**config.mk**
```make
export PLATFORM = sky130hd
export DESIGN_NAME = quad_wakeup_regs
export DESIGN_NICKNAME = d
export VERILOG_FILES = /design/src/rtl/quad_wakeup_regs.sv
export SDC_FILE = /design/constraint.sdc
export NUM_CORES = 1
export LEC_CHECK = 0
export ABC_AREA = 1
export BUFFER_PORTS_ARGS = -buffer_cell sky130_fd_sc_hd__buf_2
export CORE_AREA = 2 2 69 71
export CTS_CLUSTER_SIZE = 30
export DETAILED_ROUTE_END_ITERATION = 10
export DIE_AREA = 0 0 71 73
export PLACE_DENSITY_LB_ADDON = 0.2
export SLEW_MARGIN = 10
export SYNTH_ARGS = -nofsm -noshare
export SYNTH_HDL_FRONTEND = slang
export SYNTH_SLANG_ARGS = --single-unit
```
**constraint.sdc**
```tcl
create_clock -name clk -period 3.1 [get_ports clk]
set_clock_uncertainty 0.1 [all_clocks]
set_input_delay 0.775 -clock clk [delete_from_list [all_inputs] [get_ports clk]]
set_output_delay 0.775 -clock clk [all_outputs]
set_load 0.05 [all_outputs]
```
**src/rtl/quad_wakeup_regs.sv**
```systemverilog
module quad_wakeup_regs #(
  parameter int          CORES    = 4,
  parameter int          IDX_W    = 32,
  parameter int          SEL_MSB  = 15,
  parameter int          DATA_W   = 64,
  parameter logic [31:0] REQ_OFS  = 32'h0000_083C,
  parameter logic [31:0] STAT_OFS = 32'h0000_082C
) (
  input  logic                clk,
  input  logic                rst_n,
  input  logic                acc_valid,
  input  logic                acc_write,
  input  logic [IDX_W+2:0]    acc_addr,
  input  logic [3:0]          acc_size,
  input  logic [DATA_W-1:0]   acc_wdata,
  output logic                rsp_valid,
  output logic [DATA_W-1:0]   rsp_rdata,
  output logic [CORES-1:0]    core_wake_req,
  output logic                wake_done
);

  localparam int          SEL_LSB  = SEL_MSB - CORES + 1;
  localparam logic [IDX_W-1:0] SEL_MASK =
    IDX_W'(((64'd1 << CORES) - 64'd1) << SEL_LSB);
  localparam logic [DATA_W-1:0] DONE_PAT =
    (DATA_W'(1) << (DATA_W - 2)) | (DATA_W'(1) << (DATA_W - 5));

  logic [IDX_W-1:0] idx, idx_m;
  logic             ok8, hit_req, hit_stat, wr_req, rd;
  logic             set_val;
  logic             unused_bits;

  assign idx      = acc_addr[IDX_W+2:3];
  assign idx_m    = idx & ~SEL_MASK;
  assign ok8      = (acc_size == 4'd8) && (acc_addr[2:0] == 3'b000);
  assign hit_req  = ok8 && (idx_m == IDX_W'(REQ_OFS));
  assign hit_stat = ok8 && (idx_m == IDX_W'(STAT_OFS));
  assign wr_req   = acc_valid && acc_write && hit_req;
  assign rd       = acc_valid && !acc_write;
  assign set_val  = acc_wdata[DATA_W-1];
  assign unused_bits = ^acc_wdata[DATA_W-2:0];

  for (genvar i = 0; i < CORES; i++) begin : g_core
    always_ff @(posedge clk) begin
      if (!rst_n)
        core_wake_req[i] <= 1'b0;
      else if (wr_req && idx[SEL_MSB-i])
        core_wake_req[i] <= set_val;
    end
  end

  always_ff @(posedge clk) begin
    if (!rst_n)
      wake_done <= 1'b0;
    else if (wr_req)
      wake_done <= set_val;
  end

  always_ff @(posedge clk) begin
    if (!rst_n) begin
      rsp_valid <= 1'b0;
      rsp_rdata <= '0;
    end else begin
      rsp_valid <= rd;
      if (rd)
        rsp_rdata <= hit_stat ? (wake_done ? DONE_PAT : '0) : '1;
    end
  end

  AST_RSP_AFTER_READ: assert property (@(posedge clk) disable iff (!rst_n)
    (acc_valid && !acc_write) |=> rsp_valid);
  AST_NO_RSP_OTHERWISE: assert property (@(posedge clk) disable iff (!rst_n)
    !(acc_valid && !acc_write) |=> !rsp_valid);
  AST_REQ_ONLY_ON_WRITE: assert property (@(posedge clk) disable iff (!rst_n)
    !(acc_valid && acc_write) |=> ($stable(core_wake_req) && $stable(wake_done)));
  AST_DONE_FOLLOWS_DATA: assert property (@(posedge clk) disable iff (!rst_n)
    (acc_valid && acc_write && ok8 && idx_m == IDX_W'(REQ_OFS))
      |=> (wake_done == $past(acc_wdata[DATA_W-1])));
  AST_STATUS_SHAPE: assert property (@(posedge clk) disable iff (!rst_n)
    rsp_valid |-> (rsp_rdata == '1 || rsp_rdata == '0 || rsp_rdata == DONE_PAT));

endmodule

```
# == After elaboration in Yosys (flattened, before gate mapping) ==
# Index checks and enable logic that the tools add are counted.
# word_totals
regBits,70
latchBits,0
mem_bits_rw,0
romBits,0
inputBits,107
out_inout_bits,70
word_cells,24
mem_count,0
# op_classes
n_addsub,0
mul,0
n_div,0
n_lt_le_gt_ge,0
n_eq_ne,3
shift,0
n_mux,2
bitwise_logic,0
reduce_logical,12
# op_table
operator,n
$mux W64,1
$mux W63,1
$eq A28 B12 Y1 const B,2
$logic_and A1 B1 Y1,10
$eq A4 B4 Y1 const B,1
$logic_not A3 Y1,1
$logic_not A1 Y1,1

# == Logic depth before layout (Yosys ltp) ==
# Gate-level depths: netlist (run 1).
# depth
word_depth,5
mapped_depth,11
mapped_depth_nobuf,10

# == Worst setup path after synthesis (run 1) ==
# No wires, ideal clock.
# synth_path
path_type,flip-flop to output port
from,register rsp_rdata[61] (netlist name)
to,output rsp_rdata[10]
arrival_ns,1.998
required_ns,2.225
path_slack_ns,0.227
path_stages_with_launch,2
path_buffers,1
cell_sequence,dfxtp_1 > buf_4
# synth_rtl
element,line_no,rtl
"end, declared",17,"output logic [DATA_W-1:0] rsp_rdata,"

==> flow_metrics.tcl, run 1 <==
set metrics [dict create \
    global_route.usage.total_pct 7.29 \
    holdBufCountCts 0 \
    yosysWarningCount 0 \
    syn_nets 258 \
    postSynthRegisterBits 8 \
    yosys-top-cells-count "buf_4, nor2_1, nand2_1" \
    proportion_of_layout_cells_with_a_drive_suffix_above_1_pct 59.5 \
    cts_tree "done" \
    synth.yosys.seq_area_share_pct 16.1 \
    grt_antenna_before_repair 0 \
    floorplan.rows 25 \
    drt-pass1-iter-count 2 \
    diodes 0 \
    yosys.cell_types.count 19 \
    maximum_number_of_pins_on_one_net_before_global_route_repair 64 \
    core_region_area_um2 4540 \
    cts_buffer_depth 2 \
    grt_first_pass_wirelength_um 3140 \
    routed_wire_length_um 2010 \
    transition_at_the_pin_with_the_smallest_max_transition_slack_ns 0.493 \
    timing.setup.critical_path_class "reg2out" \
    min-delay-path-class "reg2reg" \
    critPathMaxFanout 63 \
    grt_setup_unrepaired "false" \
    antenna_left 0 \
    number_of_clock_sinks 8 \
    wire_per_inst_um 7.74 \
    postPlaceCellArea_um2 1160 \
    fill_cell_count 507 \
    height_of_the_die_um 73 \
    finalInstanceArea_um2 1200 \
    syn_avg_cell_area_um2 6.58 \
    most_instantiated_library_cell_after_synthesis "buf_4" \
    place_congestion 0.676 \
    buffer_ports.inserted 113 \
    synth.area.top_cells "buf_4, dfxtp_1, nor2_1" \
    post_cts_buffers 0 \
    synth_flop_cell "dfxtp_1" \
    layout_worst_path_cycle_share_pct 67.9 \
    timing_max_transition_violations_final 0 \
    cts.reportedPaths.clkPinSlew_ns 0.04 \
    start_util_pct 21.9 \
    flow.area_growth_from_synthesis_pct 20.7 \
    fmaxAchievable_ghz 0.475 \
    syn_area_um2 993 \
    cp-start-kind "register" \
    slew_headroom_pct 67.1 \
    num_vias 957 \
    report.final.setup_viol 0 \
    initialDrtViolationCount 5 \
    power.static_leakage_nw 0.767 \
    layout.cells.non_filler 259 \
    syn-instance-count 151 \
    hold_viol 0 \
    die_width_um 71 \
    ctsHtreeMaxLevel 1 \
    cts_buffers 3 \
    detailedPlacementHpwl_um 1700 \
    avg_vias_per_cell 3.69 \
    critical_path.endpoint_type "primary output" \
    power_per_cell_area_nw_per_um2 447 \
    clock_tree.root_cell "clkbuf_8" \
    synth.top_cell.area_share_pct 46.9 \
    cts-resized-gates 0 \
    outcome "complete, no violations" \
    clkLatencyLatePin_ns 0.22 \
    worst_ep_required_time_ns 2.22 \
    remaining_drc_errors 0 \
    maxCapViolCount 0 \
    timing.critical_path.arrival_ns 1.23 \
    final_layout_net_count 314 \
    synth_largest_area_cell "buf_4" \
    number_of_enable_flip_flop_cells_after_synthesis 0 \
    fp.dieArea_um2 5180 \
    timing.final.crit_period_ns 2.11 \
    final_setup_tns_ns 0 \
    placed_cells_incl_taps 256 \
    boundaryPins 177 \
    globalRoute.totalOverflow 0 \
    synthArstFlopShare_pct 0 \
    ir_worst_vdd_v 0.000222 \
    via_count_of_the_first_global_routing_pass 789 \
]
-- cell families after synthesis --
kind of cell | Yosys count | share of synthesized area [%]
buf+inv | 78 | 53.7
simple gates | 61 | 28.2
compound gates | 4 | 2.01
flops | 8 | 16.1
-- layout by cell type, fill, tap and decap left out --
master,netlist,layout
nand3_1,4,4
nand4_1,5,5
nor2_2,1,1
or2_1,1,1
buf_4,62,1
buf_2,0,113
nand3b_1,1,1
dfxtp_1,8,8
a21oi_1,2,2
nor2_1,25,25
nand2_1,19,19
nand3_2,2,2
inv_2,1,1
nor3b_1,1,1
o21ai_1,1,1
inv_1,14,14
nor3_1,1,1
nor2_4,1,1
o21ai_0,1,1
clkbuf_8,0,3
-- registers in the layout, summed over array words and instances, names as in the netlist --
name / cells
core_wake_req: 4
rsp_rdata: 2
rsp_valid: 1
wake_done: 1
-- final cells by class --
| cell class | count | area (um^2) | share of cell area, % |
|---|---|---|---|
| repair buffers | 114 | 573 | 47.8 |
| well taps | 54 | 67.6 | 5.64 |
| multi-input cells | 65 | 300 | 25.1 |
| clock buffers | 3 | 41.3 | 3.44 |
| inverters | 15 | 56.3 | 4.70 |
| flip-flops and latches | 8 | 160 | 13.4 |
-- routing by layer --
layer / vias to the layer above / track usage [%] / part of all wire [%] / wire length [um]
met4: 0 / 2.52 / 0.85 / 17
met3: 4 / 1.24 / 9.7 / 194
met1: 387 / 7.63 / 38 / 771
met5: - / 0 / 0 / 0
met2: 60 / 14.5 / 51 / 1020
li1: 506 / - / - / -
-- report_power, final --
group          total (W)  internal, W  switching (W)  leakage [nW]
combinational   0.000306    0.0000621       0.000243         0.681
clock           0.000124    0.0000841      0.0000402        0.0216
sequential      0.000107     0.000106    0.000000950        0.0650
total           0.000536     0.000252       0.000285         0.767
-- stage by stage --
stage                     utilization (%)  power [W]  hold slack, ns  worst slack, ns
after CTS                            26.4   0.000542           0.387            0.973
after global routing                 26.4   0.000564           0.432            0.906
after floorplan                         -   0.000414           0.622            0.227
after detailed placement             25.5   0.000416           0.381             1.00
final                                26.4   0.000536           0.377            0.994
after global placement               25.5   0.000415           0.385             1.01
-- critical path: stages (launching register included) --
cell,delay (ns)
dfxtp_1,0.30
buf_4,0.35
buf_2,0.34
-- path summary, 6_finish.rpt --
kind | cells after the start | from | to | slack (ns)
setup / recovery | 2 | rsp_rdata[61] | rsp_rdata[15] | 0.99
hold / removal | 2 | wake_done | rsp_rdata[62] | 0.38
setup reg to reg | 3 | rsp_rdata[61] | rsp_rdata[61] | 2.01
hold reg to reg | 2 | wake_done | rsp_rdata[62] | 0.38
Power figures use the tool's default switching activity.
==> inputs of run 2 (changes only) <==
- CORE_AREA: 2 2 69 71 -> 2 2 68 70
- DIE_AREA: 0 0 71 73 -> 0 0 70 72
- clock period: 3.1 -> 2.2 ns (I/O delays scaled with it)
==> run 2 against run 1 <==
Effect of this change: count of clock-buffer cells in the layout unchanged; wire length up 4.2%; largest power group unchanged; highest routed layer unchanged; setup slack lost 0.50 ns; hold slack better by 0.022 ns; register-to-register slack worse by 0.76 ns; non-clock buffer count stayed put; combinational power rose by 42%; critical path depth unchanged.
==> flow_metrics.tcl, run 2 (synthesized netlist as in run 1, its figures left out) <==
set metrics [dict create \
    fp.dieArea_um2 5040 \
    height_of_the_die_um 72 \
    slew_headroom_pct 68.7 \
    via_count_of_the_first_global_routing_pass 845 \
    most_used_cells_in_the_layout_excluding_fill_and_tap_cells "buf_2, nor2_1, nand2_1" \
    hold_viol 0 \
    placed_cells_incl_taps 254 \
    timing.critical_path.arrival_ns 1.06 \
    fill_cell_count 491 \
    power.static_leakage_nw 0.771 \
    min_delay_path_depth 2 \
    utilization_pct 28.4 \
    outcome "complete, no violations" \
    reg2reg_setup_slack_ns 1.25 \
    grt_setup_unrepaired "false" \
    critical-path-max-stage-delay_ns 0.33 \
    core_region_area_um2 4260 \
    crit_chain "buf_12 > buf_2" \
    maxCapViolCount 0 \
    pre_cts_setup_slack_ns 0.320 \
    num_vias 950 \
    worst_path_max_delay_cell "dfxtp_2" \
    grt_first_pass_wirelength_um 3480 \
    r2r.worst_path.cells 3 \
    global_route.usage.total_pct 8.25 \
    remaining_drc_errors 0 \
    boundaryPins 177 \
    initialDrtViolationCount 9 \
    worst-path-buf-inv 2 \
    critical_path.endpoint_type "primary output" \
    cp-start-kind "register" \
    cts.reportedPaths.clkPinSlew_ns 0.04 \
    fmaxAchievable_ghz 0.585 \
    reg_top3 "core_wake_req: 4 flops, rsp_rdata: 2 flops" \
    avg_vias_per_cell 3.70 \
    diodes 0 \
    cts_buffers 3 \
    worst_r2r_endpoint "rsp_rdata[61]" \
    die_width_um 70 \
    cts_buffer_depth 2 \
    sequential_cell_area_um2 161 \
    power_per_cell_area_nw_per_um2 635 \
    timing.setup.critical_path_class "reg2out" \
    postPlaceCellArea_um2 1170 \
    timing.final.crit_period_ns 1.71 \
    globalRoute.totalOverflow 0 \
    critPathMaxFanout 63 \
    worstReg2RegStart "rsp_rdata[61]" \
    layout.cells.non_filler 257 \
    ctsHtreeMaxLevel 1 \
    finalInstanceArea_um2 1210 \
    holdPathEnd "rsp_rdata[62]" \
    detailedPlacementHpwl_um 1790 \
    place_congestion 0.697 \
    holdBufCountCts 0 \
    timing_max_transition_violations_final 0 \
    report.final.setup_viol 0 \
    flow.area_growth_from_synthesis_pct 21.8 \
    grt_antenna_before_repair 0 \
    multi_input_area_um2 300 \
    start_util_pct 23.3 \
    layout_worst_path_cycle_share_pct 77.6 \
    clock_tree.root_cell "clkbuf_8" \
    worst_ep_required_time_ns 1.55 \
    proportion_of_layout_cells_with_a_drive_suffix_above_1_pct 60.0 \
    buffer_ports.inserted 113 \
    routed_wire_length_um 2090 \
    floorplan.rows 24 \
    post-route-worst-setup-slack_ns 0.492 \
    largest_register_ffs 4 \
    largest-register "core_wake_req" \
    wire_per_inst_um 8.13 \
    post_cts_buffers 0 \
    min-delay-path-class "reg2reg" \
    transition_at_the_pin_with_the_smallest_max_transition_slack_ns 0.468 \
    antenna_left 0 \
    final_setup_tns_ns 0 \
    mostFrequentLayoutCell "buf_2" \
    path_delay_family "buffers and inverters" \
    cts_tree "done" \
    clkLatencyLatePin_ns 0.23 \
    drt-pass1-iter-count 4 \
    final_layout_net_count 314 \
    maximum_number_of_pins_on_one_net_before_global_route_repair 64 \
    ir_worst_vdd_v 0.000242 \
    timing.hold.worst.start "wake_done" \
    number_of_clock_sinks 8 \
    cts-resized-gates 0 \
]
## run 2: layout make-up
type,instances,share of cell area [%]
Timing Repair Buffer,114,48.4
Inverter,15,4.65
Tap cell,52,5.38
Sequential cell,8,13.3
Clock buffer,3,3.41
Multi-Input combinational cell,65,24.8
## run 2: tightest hold or removal path, delay by kind of cell, from the launching register on
| kind | cells | cell delay [ns] |
|---|---|---|
| buffers and inverters | 1 | 0.04 |
| DFF | 1 | 0.35 |
| AOI/OAI and AO/OA | 1 | 0.08 |
## run 2: routing by layer
layer  up-vias  share of wire, %  global-route usage (%)
met3         2                16                    3.33
met1       371                37                    8.35
met5         -                 0                       0
met4         0              0.91                    3.21
met2        68                45                    15.2
li1        509                 -                       -
## run 2: worst max-delay path by stage
stage | startpoint | to | slack (ns) | cells past startpoint
after global routing | acc_addr[29] | core_wake_req[2] | 0.33 | 10
after detailed placement | acc_addr[31] | core_wake_req[2] | 0.32 | 10
after global placement | acc_addr[31] | rsp_rdata[62] | 0.31 | 9
after CTS | rsp_rdata[61] | rsp_rdata[5] | 0.47 | 2
after floorplan | rsp_rdata[61] | rsp_rdata[10] | 0.22 | 1
final | rsp_rdata[61] | rsp_rdata[41] | 0.49 | 2
## run 2: where the power goes
| group | internal [W] | total (W) | leakage (nW) | switching, W |
|---|---|---|---|---|
| Clock | 0.000119 | 0.000182 | 0.0216 | 0.0000634 |
| Sequential | 0.000149 | 0.000151 | 0.0654 | 0.00000188 |
| Combinational | 0.0000916 | 0.000435 | 0.684 | 0.000344 |
| Total | 0.000360 | 0.000769 | 0.771 | 0.000409 |
## run 2: through the flow
step / total power [W] / hold WS (ns)
6_report: 0.000769 / 0.399
5_1_grt: 0.000801 / 0.430
3_5_place_dp: 0.000592 / 0.382
4_1_cts: 0.000777 / 0.403
3_3_place_gp: 0.000591 / 0.400
2_1_floorplan: 0.000579 / 0.571
